## src/rtl/icu_pkg.sv

```systemverilog
package icu_pkg;

   localparam int unsigned ICU_MAX_CH     = 4;

   // byte addresses; the per-channel banks use a 4-byte stride
   localparam int unsigned OFF_CAP_BASE   = 'h10;
   localparam int unsigned OFF_EDGE_BASE  = 'h30;
   localparam int unsigned OFF_CTRL       = 'h50;
   localparam int unsigned OFF_IEN        = 'h54;
   localparam int unsigned OFF_STAT       = 'h58;
   localparam int unsigned OFF_ACK        = 'h5C;

   // bit positions
   localparam int unsigned CTRL_PSC_LSB   = 4;
   localparam int unsigned CTRL_EN_BIT    = 10;
   localparam int unsigned IRQ_LSB        = 1;

   typedef enum logic [1:0] {
      TRIG_NONE = 2'd0,
      TRIG_RISE = 2'd1,
      TRIG_FALL = 2'd2,
      TRIG_ANY  = 2'd3
   } trig_mode_e;

   function automatic logic trig_hit(trig_mode_e mode, logic cur, logic prev);
      logic up;
      logic dn;
      up = cur & ~prev;
      dn = ~cur & prev;
      case (mode)
         TRIG_RISE: return up;
         TRIG_FALL: return dn;
         TRIG_ANY:  return up | dn;
         default:   return 1'b0;
      endcase
   endfunction

endpackage

```

## src/rtl/icu_edge_detect.sv

```systemverilog
module icu_edge_detect #(
   parameter int unsigned SYNC_STAGES = 2
) (
   input  logic       clk,
   input  logic       rst_n,
   input  logic       din,
   input  logic [1:0] mode,
   input  logic       gate,
   output logic       hit
);
   import icu_pkg::*;

   if (SYNC_STAGES < 2) begin : g_bad_sync
      $error("icu_edge_detect: SYNC_STAGES must be at least 2");
   end

   // stages [SYNC_STAGES-1:0] synchronize, the top stage holds the previous value
   logic [SYNC_STAGES:0] pipe_q;

   always_ff @(posedge clk or negedge rst_n) begin
      if (!rst_n) pipe_q <= '0;
      else        pipe_q <= {pipe_q[SYNC_STAGES-1:0], din};
   end

   assign hit = gate & trig_hit(trig_mode_e'(mode), pipe_q[SYNC_STAGES-1], pipe_q[SYNC_STAGES]);

endmodule

```

## src/rtl/icu_timebase.sv

```systemverilog
module icu_timebase #(
   parameter int unsigned CNT_W = 32,
   parameter int unsigned PSC_W = 5
) (
   input  logic             clk,
   input  logic             rst_n,
   input  logic [PSC_W-1:0] psc,
   output logic [CNT_W-1:0] cnt
);
   logic [PSC_W-1:0] div_q;
   logic             tick;

   // ">=" lets a divider lowered below the running count recover at once
   assign tick = (div_q >= psc);

   always_ff @(posedge clk or negedge rst_n) begin
      if (!rst_n) begin
         div_q <= '0;
         cnt   <= '0;
      end else begin
         div_q <= tick ? '0 : div_q + 1'b1;
         cnt   <= cnt + CNT_W'(tick);
      end
   end

endmodule

```

## src/rtl/icu_chan.sv

```systemverilog
module icu_chan #(
   parameter int unsigned CNT_W = 32
) (
   input  logic             clk,
   input  logic             rst_n,
   input  logic             ev,
   input  logic             ien,
   input  logic             ack,
   input  logic [CNT_W-1:0] cnt,
   output logic [CNT_W-1:0] cap,
   output logic             stat
);
   always_ff @(posedge clk or negedge rst_n) begin
      if (!rst_n) begin
         cap  <= '0;
         stat <= 1'b0;
      end else begin
         if (ev) cap <= cnt;
         // a new event outranks a simultaneous acknowledge
         stat <= (stat & ~ack) | (ev & ien);
      end
   end

endmodule

```

## src/rtl/icu_capture_unit.sv

```systemverilog
module icu_capture_unit #(
   parameter int unsigned NUM_CH      = 4,
   parameter int unsigned CNT_W       = 32,
   parameter int unsigned PSC_W       = 5,
   parameter int unsigned ADDR_W      = 8,
   parameter int unsigned DATA_W      = 32,
   parameter int unsigned SYNC_STAGES = 2
) (
   input  logic              clk,
   input  logic              rst_n,
   input  logic [NUM_CH-1:0] cap_in,
   input  logic              wr_en,
   input  logic [ADDR_W-1:0] wr_addr,
   input  logic [DATA_W-1:0] wr_data,
   input  logic [ADDR_W-1:0] rd_addr,
   output logic [DATA_W-1:0] rd_data,
   output logic              irq
);
   import icu_pkg::*;

   if (NUM_CH < 1 || NUM_CH > ICU_MAX_CH) begin : g_bad_ch
      $error("icu_capture_unit: NUM_CH out of range");
   end
   if (PSC_W < 1 || PSC_W > 5) begin : g_bad_psc
      $error("icu_capture_unit: PSC_W must fit bits 8:4");
   end
   if (CNT_W < 2 || CNT_W > DATA_W) begin : g_bad_cnt
      $error("icu_capture_unit: CNT_W must fit the data path");
   end
   if (DATA_W < CTRL_EN_BIT + 1 || ADDR_W < 7) begin : g_bad_bus
      $error("icu_capture_unit: bus too narrow for the register map");
   end

   localparam logic [ADDR_W-1:0] A_CTRL = ADDR_W'(OFF_CTRL);
   localparam logic [ADDR_W-1:0] A_IEN  = ADDR_W'(OFF_IEN);
   localparam logic [ADDR_W-1:0] A_STAT = ADDR_W'(OFF_STAT);
   localparam logic [ADDR_W-1:0] A_ACK  = ADDR_W'(OFF_ACK);

   logic [PSC_W-1:0]        psc_q;
   logic                    cap_en_q;
   logic [NUM_CH-1:0]       ien_q;
   logic [NUM_CH-1:0]       stat_q;
   logic [NUM_CH-1:0]       ev;
   logic [NUM_CH-1:0]       set_req;
   logic [NUM_CH-1:0]       ack_vec;
   logic [CNT_W-1:0]        cnt;
   logic [CNT_W-1:0]        cap   [NUM_CH];
   logic [1:0]              trig_q[NUM_CH];
   logic [NUM_CH*CNT_W-1:0] cap_flat;

   // global registers
   always_ff @(posedge clk or negedge rst_n) begin
      if (!rst_n) begin
         psc_q    <= '0;
         cap_en_q <= 1'b0;
         ien_q    <= '0;
      end else if (wr_en) begin
         if (wr_addr == A_CTRL) begin
            psc_q    <= wr_data[CTRL_PSC_LSB +: PSC_W];
            cap_en_q <= wr_data[CTRL_EN_BIT];
         end
         if (wr_addr == A_IEN) ien_q <= wr_data[IRQ_LSB +: NUM_CH];
      end
   end

   assign ack_vec = (wr_en && wr_addr == A_ACK) ? wr_data[IRQ_LSB +: NUM_CH] : '0;
   assign set_req = ev & ien_q;

   icu_timebase #(.CNT_W(CNT_W), .PSC_W(PSC_W)) u_timebase (
      .clk   (clk),
      .rst_n (rst_n),
      .psc   (psc_q),
      .cnt   (cnt)
   );

   for (genvar k = 0; k < NUM_CH; k++) begin : g_ch
      localparam logic [ADDR_W-1:0] A_TRIG = ADDR_W'(OFF_EDGE_BASE + 4 * k);

      always_ff @(posedge clk or negedge rst_n) begin
         if (!rst_n)                          trig_q[k] <= 2'b00;
         else if (wr_en && wr_addr == A_TRIG) trig_q[k] <= wr_data[1:0];
      end

      icu_edge_detect #(.SYNC_STAGES(SYNC_STAGES)) u_edge (
         .clk   (clk),
         .rst_n (rst_n),
         .din   (cap_in[k]),
         .mode  (trig_q[k]),
         .gate  (cap_en_q),
         .hit   (ev[k])
      );

      icu_chan #(.CNT_W(CNT_W)) u_chan (
         .clk   (clk),
         .rst_n (rst_n),
         .ev    (ev[k]),
         .ien   (ien_q[k]),
         .ack   (ack_vec[k]),
         .cnt   (cnt),
         .cap   (cap[k]),
         .stat  (stat_q[k])
      );

      assign cap_flat[k*CNT_W +: CNT_W] = cap[k];
   end

   assign irq = |stat_q;

   always_comb begin
      rd_data = '0;
      if (rd_addr == A_CTRL) begin
         rd_data[CTRL_PSC_LSB +: PSC_W] = psc_q;
         rd_data[CTRL_EN_BIT]           = cap_en_q;
      end
      if (rd_addr == A_IEN)  rd_data[IRQ_LSB +: NUM_CH] = ien_q;
      if (rd_addr == A_STAT) rd_data[IRQ_LSB +: NUM_CH] = stat_q;
      for (int k = 0; k < NUM_CH; k++) begin
         if (rd_addr == ADDR_W'(OFF_CAP_BASE + 4 * k))  rd_data = DATA_W'(cap[k]);
         if (rd_addr == ADDR_W'(OFF_EDGE_BASE + 4 * k)) rd_data = DATA_W'(trig_q[k]);
      end
   end

   logic unused_wr_bits;
   assign unused_wr_bits = ^wr_data;

endmodule

```

## config.mk

```make
export PLATFORM = sky130hd
export DESIGN_NAME = icu_capture_unit
export DESIGN_NICKNAME = d
export VERILOG_FILES = /design/src/rtl/icu_pkg.sv /design/src/rtl/icu_edge_detect.sv /design/src/rtl/icu_timebase.sv /design/src/rtl/icu_chan.sv /design/src/rtl/icu_capture_unit.sv
export SDC_FILE = /design/constraint.sdc
export NUM_CORES = 1
export LEC_CHECK = 0
export BUFFER_PORTS_ARGS = -buffer_cell sky130_fd_sc_hd__buf_4
export CORE_AREA = 2 2 164 102
export DETAILED_ROUTE_END_ITERATION = 8
export DIE_AREA = 0 0 166 104
export PLACE_DENSITY = 0.77
export SYNTH_ARGS = -nofsm -noshare
export SYNTH_HDL_FRONTEND = slang
export SYNTH_SLANG_ARGS = --single-unit
```

## constraint.sdc

```tcl
create_clock -name clk -period 3.2 [get_ports clk]
set_clock_uncertainty 0.05 [all_clocks]
set_input_delay 0.64 -clock clk [delete_from_list [all_inputs] [get_ports clk]]
set_output_delay 0.64 -clock clk [all_outputs]
set_load 0.005 [all_outputs]
```

==> impl_metrics.csv <==
group,metric,value,unit
worst_setup_path,cp.required,3.51,ns
worst_setup_path,slowest_stage,"dfrtp_1",
synth,async_flop_share,100,%
timing,finalCriticalPeriod,2.99,ns
power,powerDensity,505,nW/um^2
timing,min_period_over_period,93.3,%
global_routing,top_usage_layer,"met2",
power,max-vdd-ir-drop,0.292,mV
synth,ys_types,50,
timing,rsz0062_at_grt,"false",
timing,finalSetupTns,0,ns
worst_setup_path,path_common_cell,"a21o_1",
timing,final_hold_viol_count,0,
global_routing,use_met1,35.9,%
global_routing,grt_util_met2,39.7,%
worst_setup_path,endpoint_kind,"flip-flop",
drt,drt_iter0_drc,480,
clocking,htree_levels,4,
clocking,clockBufferDepth,2,
cells_and_area,final_core_util,66.5,%
job,drv_cap,0,
timing,worst_pin_slew,0.617,ns
global_routing,grt_use_total,25.4,%
synth,yosys_warnings,0,
global_routing,grt-ovfl-total,0,
worst_setup_path,slowest_delay,0.45,ns
global_routing,grt_pass1_wl,34200,microns
status,run_status,"complete, no violations",
place,dpl_worst_slack,0.208,ns
clocking,ctsRootBufferMaster,"clkbuf_16",
timing,drv_slew,0,
synth,synth_area_per_cell,12.4,sq um
synth,ys.flop_type,"dfrtp_1",
clocking,insertion_delay,0.44,ns
cells_and_area,area_growth,15.9,%
place,placed_cells,983,
drt,drt-total-wl,21000,microns
drt,first_pass_iters,4,
drt,route.detailed.wl_per_inst,20.6,microns
worst_setup_path,criticalPathCategory,"flip-flop to flip-flop",
cells_and_area,antenna_cells,0,
worst_setup_path,worst-path-max-fanout,4,
place,dp_hpwl,13500,microns
global_routing,antenna_found_initial,0,
floorplan,placementRows,36,
place,gp_congestion,0.845,
floorplan,core_area,15800,sq um
floorplan,start_util,57.4,%
floorplan,ios,88,
floorplan,die_w,166,microns
power,p_total,5.31,mW
global_routing,grt_pass1_vias,6416,
clocking,tritoncts,"built",
synth,syn_inst,730,
global_routing,grt_use_met3,6.01,%
drt,drc,0,
cells_and_area,nets,865,
timing,relSlewSlack,58.3,%
worst_setup_path,start_kind,"flip-flop",
drt,vias,6163,
timing,setup_ws,0.215,ns
worst_setup_path,path_cells,"ha_1 > nand2b_1 > a21o_1 > a21o_1 > a21o_1 > a21o_1 > ha_1 > ha_1 > nand4_2 > nor4_4 > and2_4 > and3_4 > xor2_2",
synth,yosysSeqAreaShare,54.9,%
synth,synth_edf_count,0,
timing,clock.fmax,335,MHz
floorplan,dieArea,17300,sq um
place,place_area,9880,sq um
timing,hold_ws,0.134,ns
drt,via_per_inst,6.07,
synth,syn-num-nets,801,
clocking,cts_hold_buf,0,
clocking,numCtsBuffers,17,
clocking,cts.sinks,199,
hold_path,hold_path_class,"input port to asynchronous set/reset pin",
cells_and_area,fin_cells,1016,
floorplan,chipHeight,104,microns
drt,ant_nets,0,
timing,setup-violations-final,0,
synth,netlist_area,9070,sq um
place,port_buffers,65,
cells_and_area,fillers,1144,
global_routing,grt_max_degree,80,
clocking,clkTransAtPathRegs,0.08,ns
synth,synth-seq-cells,199,
cells_and_area,stdcell_area,10500,sq um
power,leakage,5.00,nW
worst_setup_path,cp.arrival,3.29,ns
cells_and_area,drive_gt1_share,34.8,%
==> logic make-up after synthesis <==
kind of cell               count (synthesis)  synth area share [%]
DFF                                      199                  54.9
muxes                                    151                  18.8
AOI/OAI and AO/OA                        134                  9.71
and+or+nand+nor                          132                  8.12
buffers and inverters                     65                  3.03
xor gates and xnor gates                  33                  3.27
adders and majority gates                 16                  2.21
==> repair_timing <==
item                       CTS  global route
hold endpoints to repair     0             0
setup endpoints to repair    0             6
gates resized for setup      0             1
setup buffers                0             1
==> report_power, final <==
group          internal, mW  leakage (nW)  switching (mW)
Clock                  1.28         0.290           0.966
Combinational         0.164          2.00           0.200
Sequential             2.59          2.72           0.104
==> worst paths after layout <==
check	cells after the start	start	to	slack, ns
min	1	rst_n	g_ch[3].u_edge.pipe_q[0]$_DFF_PN0_	0.13
min in group clk	1	cap_in[0]	g_ch[0].u_edge.pipe_q[0]$_DFF_PN0_	0.25
max reg2reg	13	psc_q[0]$_DFFE_PN0P_	u_timebase.cnt[22]$_DFF_PN0_	0.21
max	13	psc_q[0]$_DFFE_PN0P_	u_timebase.cnt[22]$_DFF_PN0_	0.21
min reg2reg	0	g_ch[3].u_edge.pipe_q[0]$_DFF_PN0_	g_ch[3].u_edge.pipe_q[1]$_DFF_PN0_	0.31
max in group asynchronous	2	rst_n	g_ch[3].u_chan.cap[11]$_DFFE_PN0P_	2.13
==> layout make-up <==
| class | count | area [sq um] | share of cell area [%] |
|---|---|---|---|
| flip-flops and latches | 199 | 4980 | 47.4 |
| multi-input cells | 466 | 3840 | 36.5 |
| repair buffers | 87 | 722 | 6.87 |
| clock buffers | 19 | 453 | 4.31 |
| well taps | 209 | 262 | 2.49 |
| clock inverters | 13 | 170 | 1.62 |
| inverters | 23 | 86.3 | 0.821 |
==> critical path: cells and delay by family, from the launching register on <==
kind / cells / cell delay, ns
flops: 1 / 0.45
simple gates: 5 / 0.98
fa+ha+maj: 3 / 0.76
compound gates: 4 / 0.52
xor+xnor: 1 / 0.13
==> routing by layer <==
metal	up-vias	share of wire, %
met3	24	6.2
met2	180	47
li1	2756	-
met5	-	0
met4	0	1.3
met1	3203	46
==> state kept, by name (all words and copies together) (netlist names) <==
register            flops
cap_en_q                1
g_ch.u_chan.cap       128
g_ch.u_chan.stat        4
g_ch.u_edge.pipe_q     12
ien_q                   4
psc_q                   5
trig_q                  8
u_timebase.cnt         32
u_timebase.div_q        5
==> layout by cell type (no fill, tap or decap), types with 5 or more instances in the layout <==
cell	synthesis	layout
a21oi_1	17	17
inv_1	23	23
mux2i_1	8	8
a22oi_1	60	60
buf_12	0	5
nand3_1	16	16
ha_1	16	16
clkbuf_16	0	17
mux2_2	142	142
and3_1	6	6
xnor2_1	22	22
xor2_1	10	10
dfrtp_1	199	199
nand2_1	37	37
nand4_1	8	8
clkinvlp_4	0	5
nor2_1	27	27
o21ai_0	35	35
buf_4	0	81
==> cells in the mapped netlist, types with 10 or more instances <==
cell type	count	share of area (%)
o21ai_0	35	1.9
nand2_1	37	1.5
xnor2_1	22	2.1
a21oi_1	17	0.94
dfrtp_1	199	55
inv_1	23	0.95
clkbuf_1	16	0.66
ha_1	16	2.2
nor2_1	27	1.1
xor2_1	10	0.97
buf_2	25	1.4
a22oi_1	60	5.0
nand3_1	16	0.88
mux2_2	142	18
(Power assumes the default switching activity.)
